$ cat src/rtl/ata_tf_pkg.sv
package ata_tf_pkg;

   localparam int unsigned TF_ADDR_W = 3;

   localparam logic [TF_ADDR_W-1:0] OFS_DATA    = 3'd0;
   localparam logic [TF_ADDR_W-1:0] OFS_ERRFEAT = 3'd1;
   localparam logic [TF_ADDR_W-1:0] OFS_NSECT   = 3'd2;
   localparam logic [TF_ADDR_W-1:0] OFS_DEVHEAD = 3'd6;
   localparam logic [TF_ADDR_W-1:0] OFS_CMDSTAT = 3'd7;

   localparam int unsigned STB_BSY  = 7;
   localparam int unsigned STB_DRDY = 6;
   localparam int unsigned STB_DF   = 5;
   localparam int unsigned STB_DRQ  = 3;
   localparam int unsigned STB_ERR  = 0;
   localparam int unsigned ERB_ABRT = 2;
   localparam int unsigned DHB_UNIT = 4;

   localparam logic [7:0] OPC_IDENTIFY = 8'hEC;
   localparam logic [7:0] OPC_DIAG     = 8'h90;
   localparam logic [7:0] OPC_FLUSH    = 8'hE7;

   localparam logic [7:0] DIAG_PASS    = 8'h01;

   typedef enum logic [1:0] {
      SQ_IDLE  = 2'd0,
      SQ_PIOIN = 2'd1,
      SQ_FLUSH = 2'd2
   } seq_state_e;

   function automatic logic [7:0] build_status(input logic bsy, input logic drq,
                                               input logic err);
      logic [7:0] s;
      s           = 8'h00;
      s[STB_BSY]  = bsy;
      s[STB_DRDY] = 1'b1;
      s[STB_DF]   = 1'b0;
      s[STB_DRQ]  = drq;
      s[STB_ERR]  = err;
      return s;
   endfunction

endpackage

$ cat src/rtl/ata_tf_regs.sv
module ata_tf_regs
   import ata_tf_pkg::*;
#(
   parameter int unsigned REG_W      = 8,
   parameter int unsigned FIRST_OFS  = 2,
   parameter int unsigned NUM_REGS   = 5,
   parameter int unsigned UNIT_SLOT  = 4
) (
   input  logic                        clk,
   input  logic                        rst_n,
   input  logic                        wr_en,
   input  logic [TF_ADDR_W-1:0]        wr_addr,
   input  logic [REG_W-1:0]            wr_data,
   input  logic                        unit_clr,
   output logic [NUM_REGS*REG_W-1:0]   regs_flat
);

   localparam int unsigned LAST_OFS = FIRST_OFS + NUM_REGS - 1;

   if (LAST_OFS >= (1 << TF_ADDR_W)) begin : g_bad_span
      $error("register span exceeds the offset space");
   end
   if (UNIT_SLOT >= NUM_REGS) begin : g_bad_slot
      $error("unit-select slot outside the register file");
   end

   for (genvar k = 0; k < NUM_REGS; k++) begin : g_reg
      localparam logic [TF_ADDR_W-1:0] MY_OFS = TF_ADDR_W'(FIRST_OFS + k);
      logic [REG_W-1:0] val_q;

      if (k == UNIT_SLOT) begin : g_unit
         always_ff @(posedge clk) begin
            if (!rst_n)
               val_q <= '0;
            else if (wr_en && (wr_addr == MY_OFS))
               val_q <= wr_data;
            else if (unit_clr)
               val_q[DHB_UNIT] <= 1'b0;
         end

         AST_DIAG_UNIT0: assert property (@(posedge clk) disable iff (!rst_n)
            (unit_clr && !wr_en) |=> (val_q[DHB_UNIT] == 1'b0));
         AST_DIAG_KEEP: assert property (@(posedge clk) disable iff (!rst_n)
            (unit_clr && !wr_en) |=> (val_q[REG_W-1:DHB_UNIT+1] == $past(val_q[REG_W-1:DHB_UNIT+1])));
      end else begin : g_plain
         always_ff @(posedge clk) begin
            if (!rst_n)
               val_q <= '0;
            else if (wr_en && (wr_addr == MY_OFS))
               val_q <= wr_data;
         end
      end

      assign regs_flat[k*REG_W +: REG_W] = val_q;
   end

endmodule

$ cat src/rtl/ata_tf_ident.sv
module ata_tf_ident #(
   parameter int unsigned WORDS     = 256,
   parameter int unsigned WORD_W    = 16,
   parameter logic [31:0] CAPACITY  = 32'h0012_3456,
   parameter bit          WCACHE_EN = 1'b1,
   localparam int unsigned IDX_W    = $clog2(WORDS)
) (
   input  logic [IDX_W-1:0]  idx,
   output logic [WORD_W-1:0] word
);

   localparam int unsigned W_CONFIG = 0;
   localparam int unsigned W_CAPS   = 49;
   localparam int unsigned W_CAP_LO = 60;
   localparam int unsigned W_CAP_HI = 61;
   localparam int unsigned W_FEAT_S = 82;
   localparam int unsigned W_FEAT_E = 85;
   localparam int unsigned WC_BIT   = 5;

   if (WORDS <= W_FEAT_E) begin : g_bad_words
      $error("identify block too short for the feature words");
   end
   if (WORD_W != 16) begin : g_bad_width
      $error("identify words must be 16 bits");
   end

   logic [WORD_W-1:0] wc_word;

   if (WCACHE_EN) begin : g_wc_on
      assign wc_word = WORD_W'(1) << WC_BIT;
   end else begin : g_wc_off
      assign wc_word = '0;
   end

   always_comb begin
      unique case (int'(idx))
         W_CONFIG: word = 16'h0040;
         W_CAPS:   word = 16'h0200;
         W_CAP_LO: word = CAPACITY[15:0];
         W_CAP_HI: word = CAPACITY[31:16];
         W_FEAT_S: word = WORD_W'(1) << WC_BIT;
         W_FEAT_E: word = wc_word;
         default:  word = '0;
      endcase
   end

endmodule

$ cat src/rtl/ata_tf_seq.sv
module ata_tf_seq
   import ata_tf_pkg::*;
#(
   parameter int unsigned WORDS    = 256,
   parameter bit          HAS_NIEN = 1'b1,
   localparam int unsigned IDX_W   = $clog2(WORDS)
) (
   input  logic              clk,
   input  logic              rst_n,
   input  logic              cmd_wr,
   input  logic [7:0]        cmd_op,
   input  logic              stat_rd,
   input  logic              data_rd,
   input  logic              be_done,
   input  logic              nien,
   output logic [7:0]        status,
   output logic [7:0]        error,
   output logic              irq,
   output logic              drq,
   output logic [IDX_W-1:0]  word_idx,
   output logic              be_req,
   output logic              unit_clr
);

   localparam logic [IDX_W-1:0] LAST_IDX = IDX_W'(WORDS - 1);

   if (WORDS < 2 || (1 << IDX_W) != WORDS) begin : g_bad_words
      $error("identify word count must be a power of two");
   end

   seq_state_e       state_q;
   logic             err_q;
   logic [7:0]       error_q;
   logic             irq_q;
   logic [IDX_W-1:0] idx_q;
   logic             mask;
   logic             busy;
   logic             accept;
   logic             known_op;
   logic             flush_end;

   if (HAS_NIEN) begin : g_mask
      assign mask = nien;
   end else begin : g_nomask
      assign mask = 1'b0;
   end

   assign busy      = (state_q == SQ_FLUSH);
   assign accept    = cmd_wr && !busy;
   assign flush_end = busy && be_done;
   assign known_op  = (cmd_op == OPC_IDENTIFY) || (cmd_op == OPC_DIAG) ||
                      (cmd_op == OPC_FLUSH);
   assign unit_clr  = accept && (cmd_op == OPC_DIAG);

   always_ff @(posedge clk) begin
      if (!rst_n) begin
         state_q <= SQ_IDLE;
         err_q   <= 1'b0;
         error_q <= 8'h00;
         irq_q   <= 1'b0;
         idx_q   <= '0;
      end else if (accept) begin
         idx_q <= '0;
         irq_q <= 1'b0;
         unique case (cmd_op)
            OPC_IDENTIFY: begin
               state_q <= SQ_PIOIN;
               err_q   <= 1'b0;
               error_q <= 8'h00;
               irq_q   <= !mask;
            end
            OPC_DIAG: begin
               state_q <= SQ_IDLE;
               err_q   <= 1'b0;
               error_q <= DIAG_PASS;
               irq_q   <= !mask;
            end
            OPC_FLUSH: begin
               state_q <= SQ_FLUSH;
               err_q   <= 1'b0;
               error_q <= 8'h00;
            end
            default: begin
               state_q <= SQ_IDLE;
               err_q   <= 1'b1;
               error_q <= 8'(1) << ERB_ABRT;
               irq_q   <= !mask;
            end
         endcase
      end else begin
         if (state_q == SQ_PIOIN && data_rd) begin
            if (idx_q == LAST_IDX) begin
               state_q <= SQ_IDLE;
               idx_q   <= '0;
            end else begin
               idx_q <= idx_q + 1'b1;
            end
         end
         if (stat_rd)
            irq_q <= 1'b0;
         if (flush_end) begin
            state_q <= SQ_IDLE;
            if (!mask)
               irq_q <= 1'b1;
         end
      end
   end

   assign drq      = (state_q == SQ_PIOIN);
   assign status   = build_status(busy, drq, err_q);
   assign error    = error_q;
   assign irq      = irq_q;
   assign word_idx = idx_q;
   assign be_req   = busy;

   AST_IRQ_DROP: assert property (@(posedge clk) disable iff (!rst_n)
      (stat_rd && !cmd_wr && !be_done) |=> !irq);
   AST_PIO_LAST: assert property (@(posedge clk) disable iff (!rst_n)
      (drq && data_rd && !cmd_wr && (word_idx == LAST_IDX)) |=> (status == 8'h40));
   AST_FLUSH_HOLD: assert property (@(posedge clk) disable iff (!rst_n)
      (be_req && !be_done) |=> (be_req && status == 8'hC0 && $stable(error)));
   AST_FLUSH_END: assert property (@(posedge clk) disable iff (!rst_n)
      (be_req && be_done) |=> (!be_req && status[STB_BSY] == 1'b0 && status[STB_DRDY]));
   AST_ABORT_FLAGS: assert property (@(posedge clk) disable iff (!rst_n)
      (cmd_wr && !be_req && !known_op) |=> (status == 8'h41 && error == 8'h04));
   AST_NIEN_QUIET: assert property (@(posedge clk) disable iff (!rst_n)
      (nien && HAS_NIEN && !irq) |=> !irq);
   AST_BSY_DRQ_EXCL: assert property (@(posedge clk) disable iff (!rst_n)
      !(status[STB_BSY] && status[STB_DRQ]));

endmodule

$ cat src/rtl/ata_taskfile_ctrl.sv
module ata_taskfile_ctrl
   import ata_tf_pkg::*;
#(
   parameter int unsigned DATA_W    = 16,
   parameter int unsigned REG_W     = 8,
   parameter int unsigned ID_WORDS  = 256,
   parameter logic [31:0] CAPACITY  = 32'h0012_3456,
   parameter bit          WCACHE_EN = 1'b1,
   parameter bit          HAS_NIEN  = 1'b1
) (
   input  logic              clk,
   input  logic              rst_n,
   input  logic              host_wr,
   input  logic              host_rd,
   input  logic [2:0]        host_addr,
   input  logic [7:0]        host_wdata,
   output logic [15:0]       host_rdata,
   output logic              host_irq,
   input  logic              irq_disable,
   output logic              be_flush_req,
   input  logic              be_flush_done
);

   localparam int unsigned IDX_W     = $clog2(ID_WORDS);
   localparam int unsigned NUM_REGS  = 5;
   localparam int unsigned FIRST_OFS = 2;
   localparam int unsigned UNIT_SLOT = OFS_DEVHEAD - FIRST_OFS;

   if (DATA_W != 16 || REG_W != 8) begin : g_bad_port
      $error("host port widths are fixed at 16 and 8");
   end

   logic                       cmd_wr, stat_rd, data_rd;
   logic [7:0]                 status, error;
   logic                       drq, unit_clr;
   logic [IDX_W-1:0]           word_idx;
   logic [DATA_W-1:0]          id_word;
   logic [NUM_REGS*REG_W-1:0]  regs_flat;

   assign cmd_wr  = host_wr && (host_addr == OFS_CMDSTAT);
   assign stat_rd = host_rd && (host_addr == OFS_CMDSTAT);
   assign data_rd = host_rd && (host_addr == OFS_DATA);

   ata_tf_regs #(
      .REG_W     (REG_W),
      .FIRST_OFS (FIRST_OFS),
      .NUM_REGS  (NUM_REGS),
      .UNIT_SLOT (UNIT_SLOT)
   ) regs_i (
      .clk       (clk),
      .rst_n     (rst_n),
      .wr_en     (host_wr),
      .wr_addr   (host_addr),
      .wr_data   (host_wdata),
      .unit_clr  (unit_clr),
      .regs_flat (regs_flat)
   );

   ata_tf_seq #(
      .WORDS    (ID_WORDS),
      .HAS_NIEN (HAS_NIEN)
   ) seq_i (
      .clk      (clk),
      .rst_n    (rst_n),
      .cmd_wr   (cmd_wr),
      .cmd_op   (host_wdata),
      .stat_rd  (stat_rd),
      .data_rd  (data_rd),
      .be_done  (be_flush_done),
      .nien     (irq_disable),
      .status   (status),
      .error    (error),
      .irq      (host_irq),
      .drq      (drq),
      .word_idx (word_idx),
      .be_req   (be_flush_req),
      .unit_clr (unit_clr)
   );

   ata_tf_ident #(
      .WORDS     (ID_WORDS),
      .WORD_W    (DATA_W),
      .CAPACITY  (CAPACITY),
      .WCACHE_EN (WCACHE_EN)
   ) ident_i (
      .idx  (word_idx),
      .word (id_word)
   );

   always_comb begin
      host_rdata = '0;
      unique case (host_addr)
         OFS_DATA:    host_rdata = drq ? id_word : '0;
         OFS_ERRFEAT: host_rdata = DATA_W'(error);
         OFS_CMDSTAT: host_rdata = DATA_W'(status);
         default:     host_rdata = DATA_W'(regs_flat[(int'(host_addr) - FIRST_OFS)*REG_W +: REG_W]);
      endcase
   end

   AST_HIGH_BYTE_ZERO: assert property (@(posedge clk) disable iff (!rst_n)
      (host_rd && host_addr != OFS_DATA) |-> (host_rdata[15:8] == 8'h00));
   AST_DATA_IDLE_ZERO: assert property (@(posedge clk) disable iff (!rst_n)
      (host_rd && host_addr == OFS_DATA && !status[STB_DRQ]) |-> (host_rdata == '0));

endmodule

$ cat config.mk
export PLATFORM = sky130hd
export DESIGN_NAME = ata_taskfile_ctrl
export DESIGN_NICKNAME = d
export VERILOG_FILES = /design/src/rtl/ata_tf_pkg.sv /design/src/rtl/ata_tf_regs.sv /design/src/rtl/ata_tf_ident.sv /design/src/rtl/ata_tf_seq.sv /design/src/rtl/ata_taskfile_ctrl.sv
export SDC_FILE = /design/constraint.sdc
export NUM_CORES = 1
export LEC_CHECK = 0
export BUFFER_PORTS_ARGS = -buffer_cell sky130_fd_sc_hd__buf_2
export CAP_MARGIN = 20
export CORE_MARGIN = 8
export CORE_UTILIZATION = 45
export DETAILED_ROUTE_END_ITERATION = 10
export GPL_ROUTABILITY_DRIVEN = 0
export PLACE_DENSITY = 0.61
export SLEW_MARGIN = 10
export SYNTH_ARGS = -nofsm -noshare
export SYNTH_HDL_FRONTEND = slang
export SYNTH_SLANG_ARGS = --single-unit
export TNS_END_PERCENT = 20
$ cat constraint.sdc
create_clock -name clk -period 5.9 [get_ports clk]
set_input_delay 1.18 -clock clk [delete_from_list [all_inputs] [get_ports clk]]
set_output_delay 1.18 -clock clk [all_outputs]
set_load 0.01 [all_outputs]
Yosys cells after proc, flatten, opt, wreduce, memory -nomap -nowiden
Cells that the tools add are included.
W data, S select, Z words.
{ "totals": {"reg_bits": 60, "in_bits": 17} }
{ "classes": {"n_addsub": 2, "eq_ne": 18, "shift": 1, "muxes": 18, "n_bitwise": 1, "reduce_logical": 24} }
{ "ops": {"columns": ["operator", "n"], "rows": [
  ["$pmux W14 S5", 1],
  ["$pmux W16 S3", 1],
  ["$shiftx A40 B33 Y8", 1],
  ["$eq A8 B8 Y1 const B", 4],
  ["$eq A8 B6 Y1 const B", 3],
  ["$eq A8 B7 Y1 const B", 2],
  ["$mux W16", 1],
  ["$eq A3 B3 Y1 const B", 4],
  ["$logic_and A1 B1 Y1", 12],
  ["$add A8 B1 Y8 const B", 1],
  ["$logic_not A8 Y1", 1],
  ["$mux W1", 8],
  ["$mux W2", 4],
  ["$mux W8", 1],
  ["$eq A3 B2 Y1 const B", 2],
  ["$pmux W3 S2", 1],
  ["$reduce_bool A3 Y1", 2],
  ["$reduce_or A2 Y1", 3],
  ["$pmux W2 S2", 1],
  ["$sub A3 B2 Y4 const B", 1],
  ["$eq A3 B1 Y1 const B", 1],
  ["$logic_not A3 Y1", 1],
  ["$reduce_or A3 Y1", 1],
  ["$eq A2 B1 Y1 const B", 1],
  ["5 further kinds", 6]
]} }

Logic depth before layout (Yosys ltp)
{ "depth": {"ltp_word": 6, "depth_mapped": 10, "ltp_nobuf": 6} }

Hierarchy
A second synthesis with hierarchy kept.
{ "unflattened": {"cells_unflattened": 373, "hier_area_um2": 3373.2} }
{ "by_module_without_submodules": {"columns": ["mod", "n_inst", "cells_per_inst", "area_per_inst_um2", "seq_area_each_um2"], "rows": [
  ["ata_tf_regs", 1, 143, 1501.4, 800.8],
  ["ata_tf_seq", 1, 98, 843.3, 280.3],
  ["ata_taskfile_ctrl", 1, 105, 833.3, 0.0],
  ["ata_tf_ident", 1, 27, 195.2, 0.0]
]} }

Worst setup path before layout
OpenSTA, ideal clock, no wires.
{ "synth_timing": {"kind": "input to output", "from": "input port host_addr[2]", "to": "output port host_rdata[4]", "arrival_ns": 2.859, "t_required_ns": 4.720, "path_slack_ns": 1.861, "path_stages": 10, "n_path_buf": 4, "cell_sequence": "buf_4 > buf_2 > inv_1 > ha_1 > buf_2 > buf_1 > nand2_1 > nor3_1 > a21oi_1 > o21ai_0"} }
{ "synth_between": {"elab_chain_cells": 3} }
{ "synth_rtl": {"columns": ["item", "line_no", "rtl"], "rows": [
  ["from (decl)", "ata_taskfile_ctrl.sv:15", "input logic [2:0] host_addr,"],
  ["$sub A3 B2 Y4", "ata_taskfile_ctrl.sv:96", "default: host_rdata = DATA_W'(regs_flat[(int'(host_addr) - FIRST_OFS)*REG_W +: REG_W]);"],
  ["$shiftx A40 B33 Y8", "ata_taskfile_ctrl.sv:96", null],
  ["$pmux W16 S3 *", "ata_taskfile_ctrl.sv:92", "unique case (host_addr)"],
  ["to (decl)", "ata_taskfile_ctrl.sv:17", "output logic [15:0] host_rdata,"]
]} }
Mark *: on every way between the ends. The rest lies on a longest branch, timed or not.

Worst setup path in the final report
{ "layout_timing": {"from": "input port host_addr[1]", "to": "output port host_rdata[4]"} }
The elaborated chain is that of the path after synthesis.

==> impl_metrics.sql <==
INSERT INTO impl_metrics (metric_group, metric, value, unit) VALUES
('outcome', 'outcome', 'finished clean', ''),
('routing', 'avgRoutedWirePerCell', '17.2', 'microns'),
('grt', 'grt.overflow.total', '0', ''),
('grt', 'initial_antenna_violation_count', '0', ''),
('cts', 'htree_levels', '2', ''),
('floorplan', 'placementRows', '29', ''),
('sta', 'max_slew_margin', '37.3', '%'),
('yosys', 'synthDistinctLibCells', '59', ''),
('sta', 'minimum_clock_period_after_layout', '4.78', 'ns'),
('cts', 'tritoncts', 'done', ''),
('yosys', 'synth_ff_type', 'sky130_fd_sc_hd__dfxtp_1', ''),
('critical_path', 'cp_common_cell', 'sky130_fd_sc_hd__buf_2', ''),
('sta', 'post-route-period-util', '80.9', '%'),
('cts', 'clk-insertion-delay-late', '0.31', 'ns'),
('yosys', 'synth_most_common_cell', 'sky130_fd_sc_hd__nand2_1', ''),
('floorplan', 'die_y', '97.3', 'microns'),
('yosys', 'post_synth_edffs', '0', ''),
('routing', 'first_iter_violations', '288', ''),
('grt', 'grt_first_pass_wirelength', '13500', 'microns'),
('critical_path', 'reg2regPathDepth', '4', ''),
('yosys', 'ys.warnings.count', '0', ''),
('finish', 'instances_no_fill', '472', ''),
('grt', 'number_of_global_route_vias_before_repair', '2664', ''),
('finish', 'synthToLayoutAreaGrowth', '7.65', '%'),
('power', 'cell_internal_power', '527', 'uW'),
('critical_path', 'worst-path-buf-inv', '3', ''),
('power', 'post-layout-total-power', '718', 'uW'),
('routing', 'route.final.wire_length', '8110', 'microns'),
('cts', 'post_cts_resize_count', '0', ''),
('cts', 'clk_pin_slew_worst_paths', '0.10', 'ns'),
('yosys', 'syn-instance-count', '380', ''),
('sta', 'grt_setup_unrepaired', 'no', ''),
('routing', 'drc', '0', ''),
('sta', 'setup_violations', '0', ''),
('power', 'clockPowerShare', '35.6', '%'),
('cts', 'cts.root.buffer_cell', 'sky130_fd_sc_hd__clkbuf_8', ''),
('placement', 'numPlacedInstances', '464', ''),
('yosys', 'synth_top_area_share', '36.3', '%'),
('sta', 'final_hold_viol_count', '0', ''),
('grt', 'globalRouteTotalUtil', '17.3', '%'),
('critical_path', 'critical_path.startpoint_type', 'input pin', ''),
('yosys', 'fraction_of_the_yosys_area_taken_by_sequential_cells', '36.3', '%'),
('finish', 'design.final.nets', '416', ''),
('yosys', 'ys_ff_latch', '54', ''),
('job', 'cap_viol_max_count', '0', ''),
('routing', 'drt_first_pass_iters', '4', ''),
('sta', 'maxClockFrequency', '0.209', 'GHz'),
('cts', 'postCtsSetupRepairBufs', '0', ''),
('cts', 'clock_sinks', '54', ''),
('cts', 'max-clock-path-buffers', '2', ''),
('finish', 'post_route_cells_drive_above_1_share', '11.9', '%'),
('critical_path', 'cp_slowest_stage_delay', '0.72', 'ns'),
('critical_path', 'crit_family', 'buffers and inverters', ''),
('power', 'power_frac_comb', '12.4', '%'),
('power', 'sw_frac_of_total', '26.7', '%'),
('placement', 'place.port_buffers', '30', ''),
('floorplan', 'floorplan.io_pins', '35', ''),
('power', 'powerDensity', '224', 'nW/um^2'),
('critical_path', 'cp_slowest_cell', 'sky130_fd_sc_hd__ha_1', ''),
('finish', 'insertedDiodeCount', '0', ''),
('routing', 'drt-vias-per-instance', '5.65', ''),
('grt', 'grt_start_max_net_pins', '49', ''),
('yosys', 'ys_async_sr_fraction', '0', '%'),
('power', 'vdd_ir_drop_max', '0.000106', 'V'),
('critical_path', 'crit_type', 'in -> out', ''),
('worst_hold_path', 'worst_hold_path_type', 'reg -> reg', ''),
('power', 'power_leakage', '1.12', 'nW'),
('floorplan', 'design.core.area', '6390', 'sq um'),
('floorplan', 'start_util', '46.6', '%'),
('power', 'power.sequential.fraction', '52.1', '%'),
('yosys', 'synth_area', '2980', 'sq um');
sequential cells by signal, indices dropped and copies added, names as in the netlist:
| register | flops |
|---|---|
| seq_i.word_idx | 8 |
| seq_i.err_q | 1 |
| seq_i.irq | 1 |
| seq_i.state_q | 2 |
| seq_i.error | 2 |
| regs_i.g.val_q | 40 |
logic make-up after synthesis:
logic type	count (synthesis)	share of synthesized area (%)
AND/OR/NAND/NOR	177	28.6
other	1	0.126
buffers and inverters	36	6.22
XOR/XNOR	6	1.77
flip-flops	54	36.3
multiplexers	5	1.72
AO/OA/AOI/OAI	96	23.2
adder cells (fa/ha/maj)	5	2.10
power by group through the flow:
stage | clock network, mW | registers, mW | logic [mW]
after floorplan | 0 | 0.381 | 0.0623
after global placement | 0 | 0.382 | 0.0876
after detailed placement | 0 | 0.382 | 0.0885
after CTS | 0.263 | 0.374 | 0.0887
after global routing | 0.273 | 0.375 | 0.0982
final | 0.255 | 0.374 | 0.0888
area by class of cell:
cell class | instances | area, sq um
Clock buffer | 5 | 68.8
Fill cell | 665 | 3180
Multi-Input combinational cell | 293 | 1720
Tap cell | 77 | 96.3
Clock inverter | 3 | 45.0
Inverter | 9 | 33.8
Timing Repair Buffer | 31 | 158
Sequential cell | 54 | 1080
metrics by stage:
step                hold slack [ns]  cell area (sq um)  setup slack [ns]
finish                        0.462               3200              1.12
detailed placement            0.446               3090              1.20
global route                  0.491               3200             0.914
CTS                           0.462               3200              1.15
global placement              0.445               3090              1.27
floorplan                     0.435               2990              1.86
worst paths after layout:
kind | from | endpoint | slack (ns)
setup / recovery | host_addr[1] | host_rdata[4] | 1.12
hold / removal | seq_i.error[0]$_SDFFE_PN0P_ | seq_i.error[0]$_SDFFE_PN0P_ | 0.46
setup reg to reg | seq_i.state_q[1]$_SDFFE_PN0P_ | seq_i.state_q[0]$_SDFFE_PN0P_ | 4.16
hold reg to reg | seq_i.error[0]$_SDFFE_PN0P_ | seq_i.error[0]$_SDFFE_PN0P_ | 0.46
layer usage:
layer / vias to the layer above / GRT usage, % / part of all wire, %
li1: 1338 / - / -
met4: 0 / 3.85 / 0.64
met1: 1252 / 22.9 / 46
met5: - / 0 / 0
met3: 5 / 3.91 / 8.0
met2: 72 / 27.8 / 46
worst reg2reg max path, delay by kind of cell, from the launching register on:
kind / cells / cell delay, ns
AOI/OAI and AO/OA: 2 / 0.51
DFF: 1 / 0.37
and+or+nand+nor: 2 / 0.78
cell usage in the layout, fill, tap and decap left out, types with 4 or more instances in the layout:
master	instances
sky130_fd_sc_hd__o21ai_0	11
sky130_fd_sc_hd__nor2b_1	4
sky130_fd_sc_hd__mux2i_1	4
sky130_fd_sc_hd__clkbuf_8	5
sky130_fd_sc_hd__nand3_1	11
sky130_fd_sc_hd__nor3_1	5
sky130_fd_sc_hd__conb_1	4
sky130_fd_sc_hd__ha_1	5
sky130_fd_sc_hd__inv_1	9
sky130_fd_sc_hd__nand2_1	95
sky130_fd_sc_hd__a221oi_1	5
sky130_fd_sc_hd__dfxtp_1	54
sky130_fd_sc_hd__buf_2	30
sky130_fd_sc_hd__a21oi_1	10
sky130_fd_sc_hd__or3_1	5
sky130_fd_sc_hd__nand4_1	6
sky130_fd_sc_hd__o22ai_1	4
sky130_fd_sc_hd__nand2b_1	4
sky130_fd_sc_hd__nor2_1	22
sky130_fd_sc_hd__a21boi_0	43
sky130_fd_sc_hd__xor2_1	4
No activity file was read; power rests on OpenSTA's default activity.
